<file path="config.mk">
export PLATFORM = sky130hd
export DESIGN_NAME = bus_tenure_wdog
export DESIGN_NICKNAME = d
export VERILOG_FILES = /design/src/rtl/btw_pkg.sv /design/src/rtl/btw_timer.sv /design/src/rtl/btw_regs.sv /design/src/rtl/bus_tenure_wdog.sv
export SDC_FILE = /design/constraint.sdc
export NUM_CORES = 1
export LEC_CHECK = 0
export BUFFER_PORTS_ARGS = -buffer_cell sky130_fd_sc_hd__buf_2
export CAP_MARGIN = 15
export CORE_AREA = 5 5 154 156
export DETAILED_ROUTE_END_ITERATION = 8
export DIE_AREA = 0 0 159 161
export GPL_TIMING_DRIVEN = 0
export PLACE_DENSITY = 0.77
export SLEW_MARGIN = 0
export SYNTH_ARGS = -nofsm -noshare
export SYNTH_HDL_FRONTEND = slang
export SYNTH_HIERARCHICAL = 1
export SYNTH_SLANG_ARGS = --single-unit
</file>
<file path="constraint.sdc">
create_clock -name clk -period 2.1 [get_ports clk]
set_clock_uncertainty 0.05 [all_clocks]
set_input_delay 0.105 -clock clk [delete_from_list [all_inputs] [get_ports clk]]
set_output_delay 0.105 -clock clk [all_outputs]
set_load 0.02 [all_outputs]
</file>
<file path="src/rtl/btw_pkg.sv">
package btw_pkg;
  localparam int NUM_TMR = 3;

  typedef enum int {
    TMR_ADDR = 0,
    TMR_DATA = 1,
    TMR_IDLE = 2
  } tmr_e;

  localparam logic [2:0] IDX_CTRL = 3'd0;
  localparam logic [2:0] IDX_STAT = 3'd1;
  localparam logic [2:0] IDX_IEN  = 3'd2;
  localparam logic [2:0] IDX_TO0  = 3'd3;
endpackage

</file>
<file path="src/rtl/btw_timer.sv">
module btw_timer #(
  parameter int DW     = 32,
  parameter int STEP_W = 4,
  localparam int TO_W  = DW - STEP_W
) (
  input  logic            clk,
  input  logic            rst_n,
  input  logic            en,
  input  logic            restart,
  input  logic            halt,
  input  logic [TO_W-1:0] limit_hi,
  output logic            fire
);
  logic          run_q, run_d;
  logic [DW-1:0] cnt_q, cnt_d;
  logic [DW-1:0] limit;
  logic          upd;

  assign limit = {limit_hi, {STEP_W{1'b1}}};
  assign fire  = en && run_q && !halt && !restart && (cnt_q >= limit);
  assign upd   = run_q | (en & restart);

  always_comb begin
    run_d = run_q;
    cnt_d = cnt_q;
    if (!en || halt || fire) begin
      run_d = 1'b0;
      cnt_d = '0;
    end else if (restart) begin
      run_d = 1'b1;
      cnt_d = '0;
    end else if (run_q) begin
      cnt_d = cnt_q + 1'b1;
    end
  end

  always_ff @(posedge clk or negedge rst_n) begin
    if (!rst_n) begin
      run_q <= 1'b0;
      cnt_q <= '0;
    end else if (upd) begin
      run_q <= run_d;
      cnt_q <= cnt_d;
    end
  end

  // a cleared enable leaves the counter idle and zero
  a_r8_disable_clears: assert property (@(posedge clk) disable iff (!rst_n)
    !en |=> (!run_q && cnt_q == '0));

  // an expiry stops the counter
  a_r5_fire_stops: assert property (@(posedge clk) disable iff (!rst_n)
    fire |=> !run_q);

  // a halt always ends the run
  a_r4_halt_stops: assert property (@(posedge clk) disable iff (!rst_n)
    halt |=> !run_q);
endmodule

</file>
<file path="src/rtl/btw_regs.sv">
module btw_regs
  import btw_pkg::*;
#(
  parameter int DW     = 32,
  parameter int STEP_W = 4,
  parameter int AW     = 3,
  localparam int TO_W  = DW - STEP_W
) (
  input  logic                          clk,
  input  logic                          rst_n,
  input  logic                          wr,
  input  logic [AW-1:0]                 addr,
  input  logic [DW-1:0]                 wdata,
  input  logic [NUM_TMR-1:0]            set_i,
  output logic [DW-1:0]                 rdata,
  output logic [NUM_TMR-1:0]            en_o,
  output logic [NUM_TMR-1:0][TO_W-1:0]  to_o,
  output logic                          irq
);
  logic [NUM_TMR-1:0]           ctrl_q, ctrl_d;
  logic [NUM_TMR-1:0]           ien_q, ien_d;
  logic [NUM_TMR-1:0]           stat_q, stat_d;
  logic [NUM_TMR-1:0][TO_W-1:0] to_q, to_d;
  logic                         upd;

  assign upd = wr | (|set_i);

  always_comb begin
    ctrl_d = ctrl_q;
    ien_d  = ien_q;
    stat_d = stat_q;
    to_d   = to_q;
    if (wr) begin
      if (addr == AW'(IDX_CTRL)) ctrl_d = wdata[NUM_TMR-1:0];
      if (addr == AW'(IDX_IEN))  ien_d  = wdata[NUM_TMR-1:0];
      if (addr == AW'(IDX_STAT)) stat_d = stat_q & ~wdata[NUM_TMR-1:0];
      for (int k = 0; k < NUM_TMR; k++) begin
        if (addr == AW'(int'(IDX_TO0) + k)) to_d[k] = wdata[DW-1:STEP_W];
      end
    end
    stat_d = stat_d | set_i;
  end

  always_ff @(posedge clk or negedge rst_n) begin
    if (!rst_n) begin
      ctrl_q <= '0;
      ien_q  <= '0;
      stat_q <= '0;
      to_q   <= {NUM_TMR{ {TO_W{1'b1}} }};
    end else if (upd) begin
      ctrl_q <= ctrl_d;
      ien_q  <= ien_d;
      stat_q <= stat_d;
      to_q   <= to_d;
    end
  end

  always_comb begin
    rdata = '0;
    if (addr == AW'(IDX_CTRL)) rdata[NUM_TMR-1:0] = ctrl_q;
    if (addr == AW'(IDX_STAT)) rdata[NUM_TMR-1:0] = stat_q;
    if (addr == AW'(IDX_IEN))  rdata[NUM_TMR-1:0] = ien_q;
    for (int k = 0; k < NUM_TMR; k++) begin
      if (addr == AW'(int'(IDX_TO0) + k)) rdata = {to_q[k], {STEP_W{1'b0}}};
    end
  end

  assign en_o = ctrl_q;
  assign to_o = to_q;
  assign irq  = |(stat_q & ien_q);

  for (genvar i = 0; i < NUM_TMR; i++) begin : g_chk
    // a status bit rises only after an expiry of its own watch
    a_r9_status_source: assert property (@(posedge clk) disable iff (!rst_n)
      $rose(stat_q[i]) |-> $past(set_i[i]));
    // writing one clears the bit unless a new expiry arrives
    a_r9_w1c: assert property (@(posedge clk) disable iff (!rst_n)
      (wr && addr == AW'(IDX_STAT) && wdata[i] && !set_i[i]) |=> !stat_q[i]);
  end
endmodule

</file>
<file path="src/rtl/bus_tenure_wdog.sv">
module bus_tenure_wdog
  import btw_pkg::*;
#(
  parameter int DW     = 32,
  parameter int STEP_W = 4,
  parameter int AW     = 3
) (
  input  logic          clk,
  input  logic          rst_n,
  input  logic          bus_busy,
  input  logic          addr_start,
  input  logic          xfer_ack,
  output logic          xfer_err,
  input  logic          reg_wr,
  input  logic [AW-1:0] reg_addr,
  input  logic [DW-1:0] reg_wdata,
  output logic [DW-1:0] reg_rdata,
  output logic          irq
);
  localparam int TO_W = DW - STEP_W;

  logic                         busy_q;
  logic                         busy_rise;
  logic                         err_q;
  logic [NUM_TMR-1:0]           en;
  logic [NUM_TMR-1:0][TO_W-1:0] to_val;
  logic [NUM_TMR-1:0]           restart, halt, fire;

  assign busy_rise = bus_busy & ~busy_q;

  always_comb begin
    restart           = '0;
    halt              = '0;
    restart[TMR_ADDR] = addr_start;
    halt[TMR_ADDR]    = busy_rise;
    restart[TMR_DATA] = busy_rise;
    halt[TMR_DATA]    = xfer_ack;
    restart[TMR_IDLE] = addr_start | bus_busy;
  end

  for (genvar i = 0; i < NUM_TMR; i++) begin : g_tmr
    btw_timer #(.DW(DW), .STEP_W(STEP_W)) u_tmr (
      .clk      (clk),
      .rst_n    (rst_n),
      .en       (en[i]),
      .restart  (restart[i]),
      .halt     (halt[i]),
      .limit_hi (to_val[i]),
      .fire     (fire[i])
    );
  end

  btw_regs #(.DW(DW), .STEP_W(STEP_W), .AW(AW)) u_regs (
    .clk   (clk),
    .rst_n (rst_n),
    .wr    (reg_wr),
    .addr  (reg_addr),
    .wdata (reg_wdata),
    .set_i (fire),
    .rdata (reg_rdata),
    .en_o  (en),
    .to_o  (to_val),
    .irq   (irq)
  );

  always_ff @(posedge clk or negedge rst_n) begin
    if (!rst_n) begin
      busy_q <= 1'b0;
      err_q  <= 1'b0;
    end else begin
      busy_q <= bus_busy;
      err_q  <= fire[TMR_DATA];
    end
  end

  assign xfer_err = err_q;

  // the error is a single-cycle pulse
  a_r5_err_pulse: assert property (@(posedge clk) disable iff (!rst_n)
    xfer_err |=> !xfer_err);

  // the error comes with data status set
  a_r5_err_status: assert property (@(posedge clk) disable iff (!rst_n)
    xfer_err |-> u_regs.stat_q[TMR_DATA]);

  // an acknowledge blocks the error on the following cycle
  a_r4_ack_blocks: assert property (@(posedge clk) disable iff (!rst_n)
    xfer_ack |=> !xfer_err);

  // interrupt follows enabled status
  a_r10_irq_needs_ien: assert property (@(posedge clk) disable iff (!rst_n)
    irq |-> (|u_regs.ien_q));
endmodule

</file>
# --- After elaboration in Yosys (flattened, before gate mapping) ---
# Cells that the tools add are included.
word_totals:
  in_bits: 41
  output_inout_bits: 34
  regBits: 194
  wordCells: 105
op_classes:
  reduce_logical: 43
  n_eq_ne: 5
  n_addsub: 3
  order_cmp: 3
  muxes: 23
  bitwise_logic: 14
op_table:
  columns: ["cell", "count"]
  rows:
  - ["$mux W32", 12]
  - ["$add A32 B1 Y32 const B", 3]
  - ["$ge A32 B32 Y1", 3]
  - ["$mux W3", 5]
  - ["$reduce_and A3 Y1", 5]
  - ["$reduce_and A2 Y1", 6]
  - ["$logic_and A1 B1 Y1", 11]
  - ["$reduce_bool A3 Y1", 3]
  - ["$logic_not A1 Y1", 7]
  - ["$and A3 B3 Y3", 2]
  - ["$eq A3 B2 Y1 const B", 2]
  - ["$eq A3 B3 Y1 const B", 2]
  - ["$mux W1", 6]
  - ["$reduce_bool A2 Y1", 3]
  - ["$reduce_or A3 Y1", 2]
  - ["$logic_or A1 B1 Y1", 5]
  - ["$or A1 B1 Y1", 5]
  - ["$and A1 B1 Y1", 4]
  - ["$eq A3 B1 Y1 const B", 1]
  - ["$logic_not A3 Y1", 1]
  - ["$not A3 Y3", 1]
  - ["$or A3 B3 Y3", 1]
  - ["$not A1 Y1", 1]

# --- Depth between registers and ports, before layout ---
# Gate-level depths: netlist of run 1.
depth:
  ltp_word: 9
  mapped_depth: 8
  mapped_depth_nobuf: 8

# --- Cells and area by module ---
# Netlist of run 1, hierarchy kept.
by_module_without_submodules:
  columns: ["mod", "area_each_um2", "seq_area_each_um2", "n_inst", "cells_each"]
  rows:
  - ["btw_timer", 2567.5, 825.8, 3, 286]
  - ["btw_regs", 4406.7, 2432.3, 1, 291]
  - ["bus_tenure_wdog", 66.3, 50.0, 1, 5]

# --- Worst setup path before layout of run 1 ---
# OpenSTA, ideal clock, no wires.
synth_timing:
  kind: "register to register"
  start: "register u_regs.to_q (netlist bit u_regs/to_o[55])"
  end: "register g_tmr[1].u_tmr.cnt_q[15]"
  period_less_slack_ns: 2.328
  path_slack_ns: -0.228
  setup_time_ns: 0.137
  path_stages_with_launch: 9
  n_path_buf: 1
  arrival_time_ns: 2.140
  path_cell_list: "dfstp_2 -> inv_1 -> ha_1 -> nand4_1 -> nor4_1 -> nand4_1 -> a211oi_1 -> clkbuf_1 -> nor3_1"
synth_between:
  elab_chain_len: 5
synth_lines:
  columns: ["item", "line_no", "source"]
  rows:
  - ["start: declaration", "btw_regs.sv:23", "logic [NUM_TMR-1:0][TO_W-1:0] to_q, to_d;"]
  - ["start signal: assignment", "btw_regs.sv:49", "to_q <= {NUM_TMR{ {TO_W{1'b1}} }};"]
  - ["start signal: assignment", "btw_regs.sv:54", "to_q <= to_d;"]
  - ["$ge A32 B32 Y1 (*)", "btw_timer.sv:20", "assign fire = en && run_q && !halt && !restart && (cnt_q >= limit);"]
  - ["$logic_and A1 B1 Y1 (*)", "btw_timer.sv:20", null]
  - ["$logic_or A1 B1 Y1 (*)", "btw_timer.sv:26", "if (!en || halt || fire) begin"]
  - ["$reduce_bool A3 Y1 (no source line)", null, null]
  - ["$reduce_and A2 Y1 (no source line)", null, null]
  - ["end signal: assignment", "btw_timer.sv:43", "cnt_q <= cnt_d;"]
  - ["end: declaration", "btw_timer.sv:15", "logic [DW-1:0] cnt_q, cnt_d;"]
# Mark *: on every way between the ends. The rest lies on a longest branch, timed or not.
# A chain may end at the register's enable or synchronous reset.

# --- Worst setup path in the final report of run 1 ---
layout_timing:
  start: "register u_regs.to_q (netlist bit u_regs/to_o[80])"
  end: "register g_tmr[2].u_tmr.cnt_q[6]"
layout_between:
  elab_chain_len: 5
layout_lines:
  columns: ["item", "line_no"]
  rows:
  - ["$ge A32 B32 Y1 (*)", "btw_timer.sv:20"]
  - ["$logic_and A1 B1 Y1 (*)", "btw_timer.sv:20"]
  - ["$logic_or A1 B1 Y1 (*)", "btw_timer.sv:26"]
  - ["$reduce_bool A3 Y1 (no source line)", null]
  - ["$reduce_and A2 Y1 (no source line)", null]
  - ["end signal: assignment", "btw_timer.sv:43"]
  - ["end: declaration", "btw_timer.sv:15"]
# Marked as above.

==> impl_metrics.json, run 1 <==
{
  "period_needed_ns": 2.69,
  "synth_largest_area_cell": "dfrtp_1",
  "io_buffers": 70,
  "grt_max_degree": 112,
  "nFillCells": 1399,
  "wl_met3_mm": 2.59,
  "status": "complete, but fails checks",
  "placementRows": 55,
  "cts.reportedPaths.clkPinSlew_ns": 0.07,
  "multi_input_area_um2": 7560,
  "worstRegToRegCells": 11,
  "cp_max_fo": 5,
  "track_usage_pct": 27.2,
  "r2r-start": "u_regs/to_o[80]",
  "synthArstFlopShare_pct": 100,
  "fin_util_pct": 71.2,
  "drc": 0,
  "worstSetupStartpoint": "u_regs/to_o[80]",
  "powerDensity_nw_per_um2": 684,
  "h-tree-depth": 4,
  "slew_viol_final": 0,
  "core_um2": 22200,
  "critPathCaptureType": "flop",
  "clkLatencyLatePin_ns": 0.45,
  "r2r_end": "g_tmr[2].u_tmr/cnt_q[6]",
  "leakagePower_nw": 6.59,
  "place_ws_ns": -0.589,
  "ff_latch_area_um2": 4960,
  "wl_met1_mm": 14.4,
  "finalSetupViolCount": 103,
  "clock.fmax_mhz": 372,
  "synth_area_um2": 12200,
  "hold_violations": 0,
  "dpl.cell_count": 1510,
  "numCtsBuffers": 17,
  "design_area_um2": 15800,
  "synthCells": 1154,
  "worst_pin_slew_ns": 0.800,
  "worst_ep_required_time_ns": 2.36,
  "cp-start-kind": "flop",
  "vias": 10100,
  "fin_cells": 1641,
  "criticalPathCategory": "flop to flop",
  "die_h_um": 161,
  "synthTopCellsByArea": "dfrtp_1, dfstp_2, ha_1",
  "irDropWorstVdd_uv": 480,
  "dieArea_um2": 25600,
  "rsz0062_at_grt": "true",
  "ys_seq_area_share_pct": 40.7,
  "clk_path_buf_depth": 2,
  "routed.top_layer": "met4",
  "routed_wl_mm": 36.4,
  "dr.pass1.iters": 5,
  "crit_arrival_ns": 2.95,
  "layout-drive-gt1-share_pct": 45.4,
  "drt_iter0_markers": 893,
  "grt_antenna_before_repair": 0,
  "crit_end": "g_tmr[2].u_tmr/cnt_q[6]",
  "ys.flop_type": "dfrtp_1",
  "drv_cap": 0,
  "clock_sinks": 194,
  "avgSynthCellArea_um2": 10.6,
  "grt-ovfl-total": 0,
  "io_pins": 75,
  "first_global_vias": 10400,
  "maxSlewHeadroom_pct": 46.7,
  "area_growth_pct": 30.0,
  "grt_first_pass_wirelength_mm": 56.3,
  "worst_slack_ns": -0.587,
  "violations": "setup timing",
  "timing.final.crit_share_pct": 128,
  "ys_ff_latch": 194,
  "diodes": 0,
  "hold_path.class": "input port to flop",
  "postRouteAntennaNets": 0,
  "syn_nets": 1282,
  "via_per_inst": 6.18,
  "routabilityCongestion": 0.868,
  "rrSetupSlack_ns": -0.59,
  "wl_met2_mm": 17.3,
  "cts_tree": "yes",
  "fp.dieW_um": 159,
  "final_nets": 1472,
  "initial_core_util_pct": 54.8,
  "synth.distinct_cells": 53,
  "place_area_um2": 13000,
  "synth_top_cell_area_share_pct": 22.6,
  "wire_per_inst_um": 22.2,
  "ys.warnings.count": 6,
  "dp_hpwl_mm": 22.2,
  "synth-edff-count": 0,
  "root_buffer": "clkbuf_16"
}
where the power goes:
part / switching [mW] / internal (mW) / total, mW
combinational: 1.52 / 1.20 / 2.72
sequential: 0.376 / 4.41 / 4.78
clock: 1.47 / 1.85 / 3.32
worst min path at each step:
| stage | from | endpoint | slack (ns) | cells after the start |
|---|---|---|---|---|
| after floorplan | rst_n | busy_q | -0.24 | 0 |
| after global placement | bus_busy | busy_q | 0.19 | 1 |
| after detailed placement | rst_n | g_tmr[0].u_tmr/cnt_q[28] | 0.11 | 1 |
| after CTS | addr_start | g_tmr[0].u_tmr/cnt_q[1] | 0.03 | 4 |
| after global routing | reg_addr[2] | u_regs/en_o[1] | 0.04 | 3 |
| final | reg_addr[2] | u_regs/en_o[2] | 0.05 | 3 |
timing repair:
action | CTS | global route
pin swaps | 97 | 50
setup endpoints to repair | 103 | 103
gates cloned | 12 | 1
hold endpoints to repair | 142 | 0
gates resized for setup | 170 | 77
setup buffers | 37 | 17
hold buffers | 35 | 0
layout make-up:
type	count	share of cell area, %
buffer	52	3.61
clock buffer	23	3.02
clock inverter	8	0.664
inverter	109	2.66
multi-input combinational	799	47.8
sequential	194	31.3
tap	285	2.25
timing repair buffer	171	8.67
cells in the mapped netlist, drive strengths merged (2+ instances only):
| cell | n |
|---|---|
| dfstp | 84 |
| a21oi | 42 |
| a211oi | 12 |
| inv | 109 |
| nor3 | 120 |
| nand4 | 27 |
| nor2b | 10 |
| xor2 | 21 |
| xnor2 | 69 |
| conb | 2 |
| nor4b | 4 |
| o21ai | 18 |
| a21o | 9 |
| o31ai | 6 |
| buf | 38 |
| nand2 | 73 |
| o41ai | 3 |
| and4 | 6 |
| a221o | 3 |
| or3 | 3 |
| mux2 | 90 |
| mux2i | 28 |
| clkbuf | 14 |
| ha | 87 |
| dfrtp | 110 |
| nand3 | 39 |
| and3 | 12 |
| and2 | 3 |
| nor2 | 22 |
| a22oi | 3 |
| nand2b | 10 |
| and4bb | 2 |
| o21ba | 3 |
| nor4 | 33 |
| or4 | 3 |
| o2bb2ai | 28 |
| nand4b | 2 |
| a41oi | 3 |
metrics by stage:
stage               total power, mW  TNS, ns  hold WS (ns)
finish                         10.8   -48.15        0.0539
global route                   11.3   -53.75        0.0410
CTS                            10.6   -34.60        0.0337
detailed placement             6.78   -43.78         0.109
global placement               6.68  -391.26         0.192
floorplan                      6.03  -0.0292        -0.241
state kept, by name, summed over array words and instances (netlist names):
register / flops
g_tmr.u_tmr/cnt_q: 96
u_regs/to_o: 84
g_tmr.u_tmr/run_q: 3
u_regs/en_o: 3
u_regs/ien_q: 3
u_regs/stat_q: 3
busy_q: 1
xfer_err: 1
cells in the final DEF, fill, tap and decap left out, types with 12 or more instances in the layout:
master / n
nand3_1: 33
dlygate4sd3_1: 35
clkbuf_16: 22
nor3_4: 23
inv_1: 83
nand2_1: 72
nor3_1: 21
nor3_2: 76
xnor2_1: 69
dfrtp_1: 110
buf_6: 25
mux2i_1: 28
nand4_1: 24
mux2_2: 88
o2bb2ai_1: 28
buf_2: 73
inv_2: 21
nor4_2: 27
ha_1: 59
and3_1: 12
clkbuf_8: 12
a21oi_1: 37
buf_4: 53
nor2_1: 21
o21ai_0: 16
xor2_1: 21
dfstp_2: 84
ha_4: 28
layer usage:
| metal | track usage (%) | up-vias |
|---|---|---|
| li1 | - | 4492 |
| met1 | 34.9 | 5051 |
| met2 | 42.9 | 462 |
| met3 | 6.66 | 133 |
| met4 | 14.3 | 0 |
| met5 | 0 | - |
logic make-up (layout without fill, tap and decap cells):
logic type / after synthesis / in the layout / synth area share (%)
simple gates: 371 / 371 / 19.5
flops: 194 / 194 / 40.7
buf+inv: 161 / 363 / 6.35
compound gates: 131 / 131 / 7.34
mux: 118 / 118 / 10.6
xor+xnor: 90 / 90 / 6.47
fa+ha+maj: 87 / 87 / 8.94
other cells: 2 / 2 / 0.0617
critical path, cell delays in order (launching register included):
cell       delay, ns
dfstp_2         0.54
inv_1           0.04
ha_1            0.28
nand4_1         0.13
buf_6           0.16
nor4_4          0.33
nand4_1         0.26
a211oi_2        0.27
buf_6           0.16
buf_12          0.12
clkbuf_16       0.16
nor3_4          0.04
No activity file was read; power rests on OpenSTA's default activity.
==> run 2: changes to the inputs <==
==> constraint.sdc (replaced) <==
create_clock -name clk -period 2.1 [get_ports clk]
set_clock_uncertainty 0.05 [all_clocks]
set_input_delay 0.63 -clock clk [delete_from_list [all_inputs] [get_ports clk]]
set_output_delay 0.63 -clock clk [all_outputs]
set_load 0.02 [all_outputs]
==> run 2 against run 1 <==
  * The flow still finishes with violations (setup timing)
  * Core utilization increased by 5.6 points
  * Final area increased by 7.8%
  * First-iteration DRC count decreased by 19%
  * Power increased by 6.7%
  * Register-to-register slack improved by 0.13 ns
  * Worst hold slack improved by 0.065 ns
  * Clock power decreased by 3%
  * Die area unchanged
  * Critical path type unchanged
  * Highest routed layer unchanged
==> impl_metrics.json, run 2 (same netlist as run 1, synthesis figures left out) <==
{
  "status": "complete, but fails checks",
  "violations": "setup timing",
  "rsz0062_at_grt": "true",
  "die_h_um": 161,
  "layout_commonest_cell": "dfrtp_1",
  "place_ws_ns": -0.558,
  "numCtsBuffers": 17,
  "nFillCells": 1233,
  "routabilityCongestion": 0.829,
  "crit_arrival_ns": 2.82,
  "r2r_end": "g_tmr[2].u_tmr/cnt_q[3]",
  "worst_pin_slew_ns": 0.731,
  "grt_first_pass_wirelength_mm": 57.2,
  "period_needed_ns": 2.55,
  "final_cell_mix": "dfrtp_1, nor3_2, mux2_2",
  "cts_hold_buffers": 0,
  "hold_path.class": "input port to asynchronous set/reset pin",
  "p_sw_mw": 3.74,
  "fp.dieW_um": 159,
  "io_pins": 75,
  "cp_max_fo": 10,
  "cp-start-kind": "flop",
  "rrSetupSlack_ns": -0.45,
  "maxSlewHeadroom_pct": 51.1,
  "diodes": 0,
  "dp_hpwl_mm": 22.7,
  "clock.fmax_mhz": 392,
  "dieArea_um2": 25600,
  "seq_power_share_pct": 42.6,
  "postRouteAntennaNets": 0,
  "worst_ep_required_time_ns": 2.36,
  "cts.reportedPaths.clkPinSlew_ns": 0.07,
  "grt_max_degree": 123,
  "worst_slack_ns": -0.453,
  "initial_core_util_pct": 54.8,
  "layout-drive-gt1-share_pct": 53.2,
  "routed_wl_mm": 37.7,
  "switching_share_pct": 32.4,
  "track_usage_pct": 27.7,
  "design_area_um2": 17100,
  "p_total_mw": 11.5,
  "powerDensity_nw_per_um2": 677,
  "cellInternalPower_mw": 7.81,
  "combPwrFrac_pct": 29.6,
  "slew_viol_final": 0,
  "clkPwrFrac_pct": 27.9,
  "worstRegToRegCells": 9,
  "crit_end": "g_tmr[2].u_tmr/cnt_q[3]",
  "h-tree-depth": 4,
  "first_global_vias": 10400,
  "clock_sinks": 194,
  "fin_util_pct": 76.8,
  "grt_antenna_before_repair": 0,
  "leakagePower_nw": 7.08,
  "drc": 0,
  "hold_violations": 0,
  "io_buffers": 70,
  "drt_iter0_markers": 723,
  "grt-ovfl-total": 0,
  "clkLatencyLatePin_ns": 0.43,
  "vias": 9985,
  "placementRows": 55,
  "area_growth_pct": 40.2,
  "via_per_inst": 6.11,
  "r2r-start": "u_regs/to_o[77]",
  "largest_reg_flops": 96,
  "final_nets": 1465,
  "critPathCaptureType": "flop",
  "worstSetupStartpoint": "u_regs/to_o[77]",
  "core_um2": 22200,
  "drv_cap": 0,
  "irDropWorstVdd_uv": 609,
  "finalSetupViolCount": 135,
  "holdWs_ns": 0.119,
  "cts_tree": "yes",
  "root_buffer": "clkbuf_16",
  "wire_per_inst_um": 23.0,
  "clk_path_buf_depth": 2,
  "timing.final.crit_share_pct": 122,
  "criticalPathCategory": "flop to flop",
  "dr.pass1.iters": 4,
  "place_area_um2": 14100,
  "regMostFlops": "g_tmr.u_tmr/cnt_q"
}
==> run 2: through the flow <==
| step | TNS (ns) | std cells |
|---|---|---|
| after detailed placement | -51.71 | 1510 |
| after global placement | -523.32 | 1509 |
| after floorplan | -3.93 | 1154 |
| final | -45.82 | 1635 |
| after CTS | -36.17 | 1615 |
| after global routing | -52.54 | 1635 |
==> run 2: how the worst min path moves through the flow <==
stage	startpoint	to	slack, ns	depth (start not counted)
after floorplan	rst_n	busy_q	0.28	0
after global placement	g_tmr[0].u_tmr/cnt_q[1]	g_tmr[0].u_tmr/cnt_q[1]	0.43	2
after detailed placement	g_tmr[2].u_tmr/cnt_q[1]	g_tmr[2].u_tmr/cnt_q[1]	0.44	2
after CTS	rst_n	g_tmr[2].u_tmr/cnt_q[18]	0.14	1
after global routing	rst_n	g_tmr[2].u_tmr/cnt_q[18]	0.15	1
final	rst_n	g_tmr[2].u_tmr/cnt_q[18]	0.12	1
==> run 2: cell type report <==
cell class	instances	area, µm²	area share (%)
multi-input cells	799	8350	48.9
flip-flops and latches	194	4960	29.1
repair buffers	167	1670	9.81
plain buffers	49	729	4.27
clock buffers	25	527	3.09
inverters	109	424	2.48
well taps	285	357	2.09
clock inverters	7	46.3	0.271
==> run 2: repair_timing <==
action,4_1_cts,5_1_grt
pin swaps,81,52
gates resized for setup,226,87
setup endpoints to repair,135,135
buffers inserted,59,23
cloned,15,5
==> run 2: power groups by stage <==
stage | sequential (mW) | clock [mW] | combinational, mW
floorplan | 4.78 | 0 | 1.65
CTS | 4.85 | 3.25 | 2.97
finish | 4.92 | 3.22 | 3.41
detailed placement | 4.92 | 0 | 2.28
global placement | 4.89 | 0 | 2.21
global route | 4.96 | 3.40 | 3.60
==> run 2: worst max-delay path: stages (launching register included) <==
cell      delay (ns)
dfstp_2         0.55
inv_1           0.07
ha_4            0.27
nand4_1         0.19
nor4_4          0.38
nand4_1         0.26
a211oi_2        0.25
buf_6           0.19
buf_12          0.16
nor3_2          0.06
==> run 2: per-layer routing <==
layer / track usage (%) / up-vias / share of wire (%)
li1: - / 4455 / -
met2: 47.0 / 322 / 51
met4: 11.4 / 0 / 4.2
met5: 0 / - / 0
met1: 35.9 / 5125 / 41
met3: 3.70 / 83 / 4.4
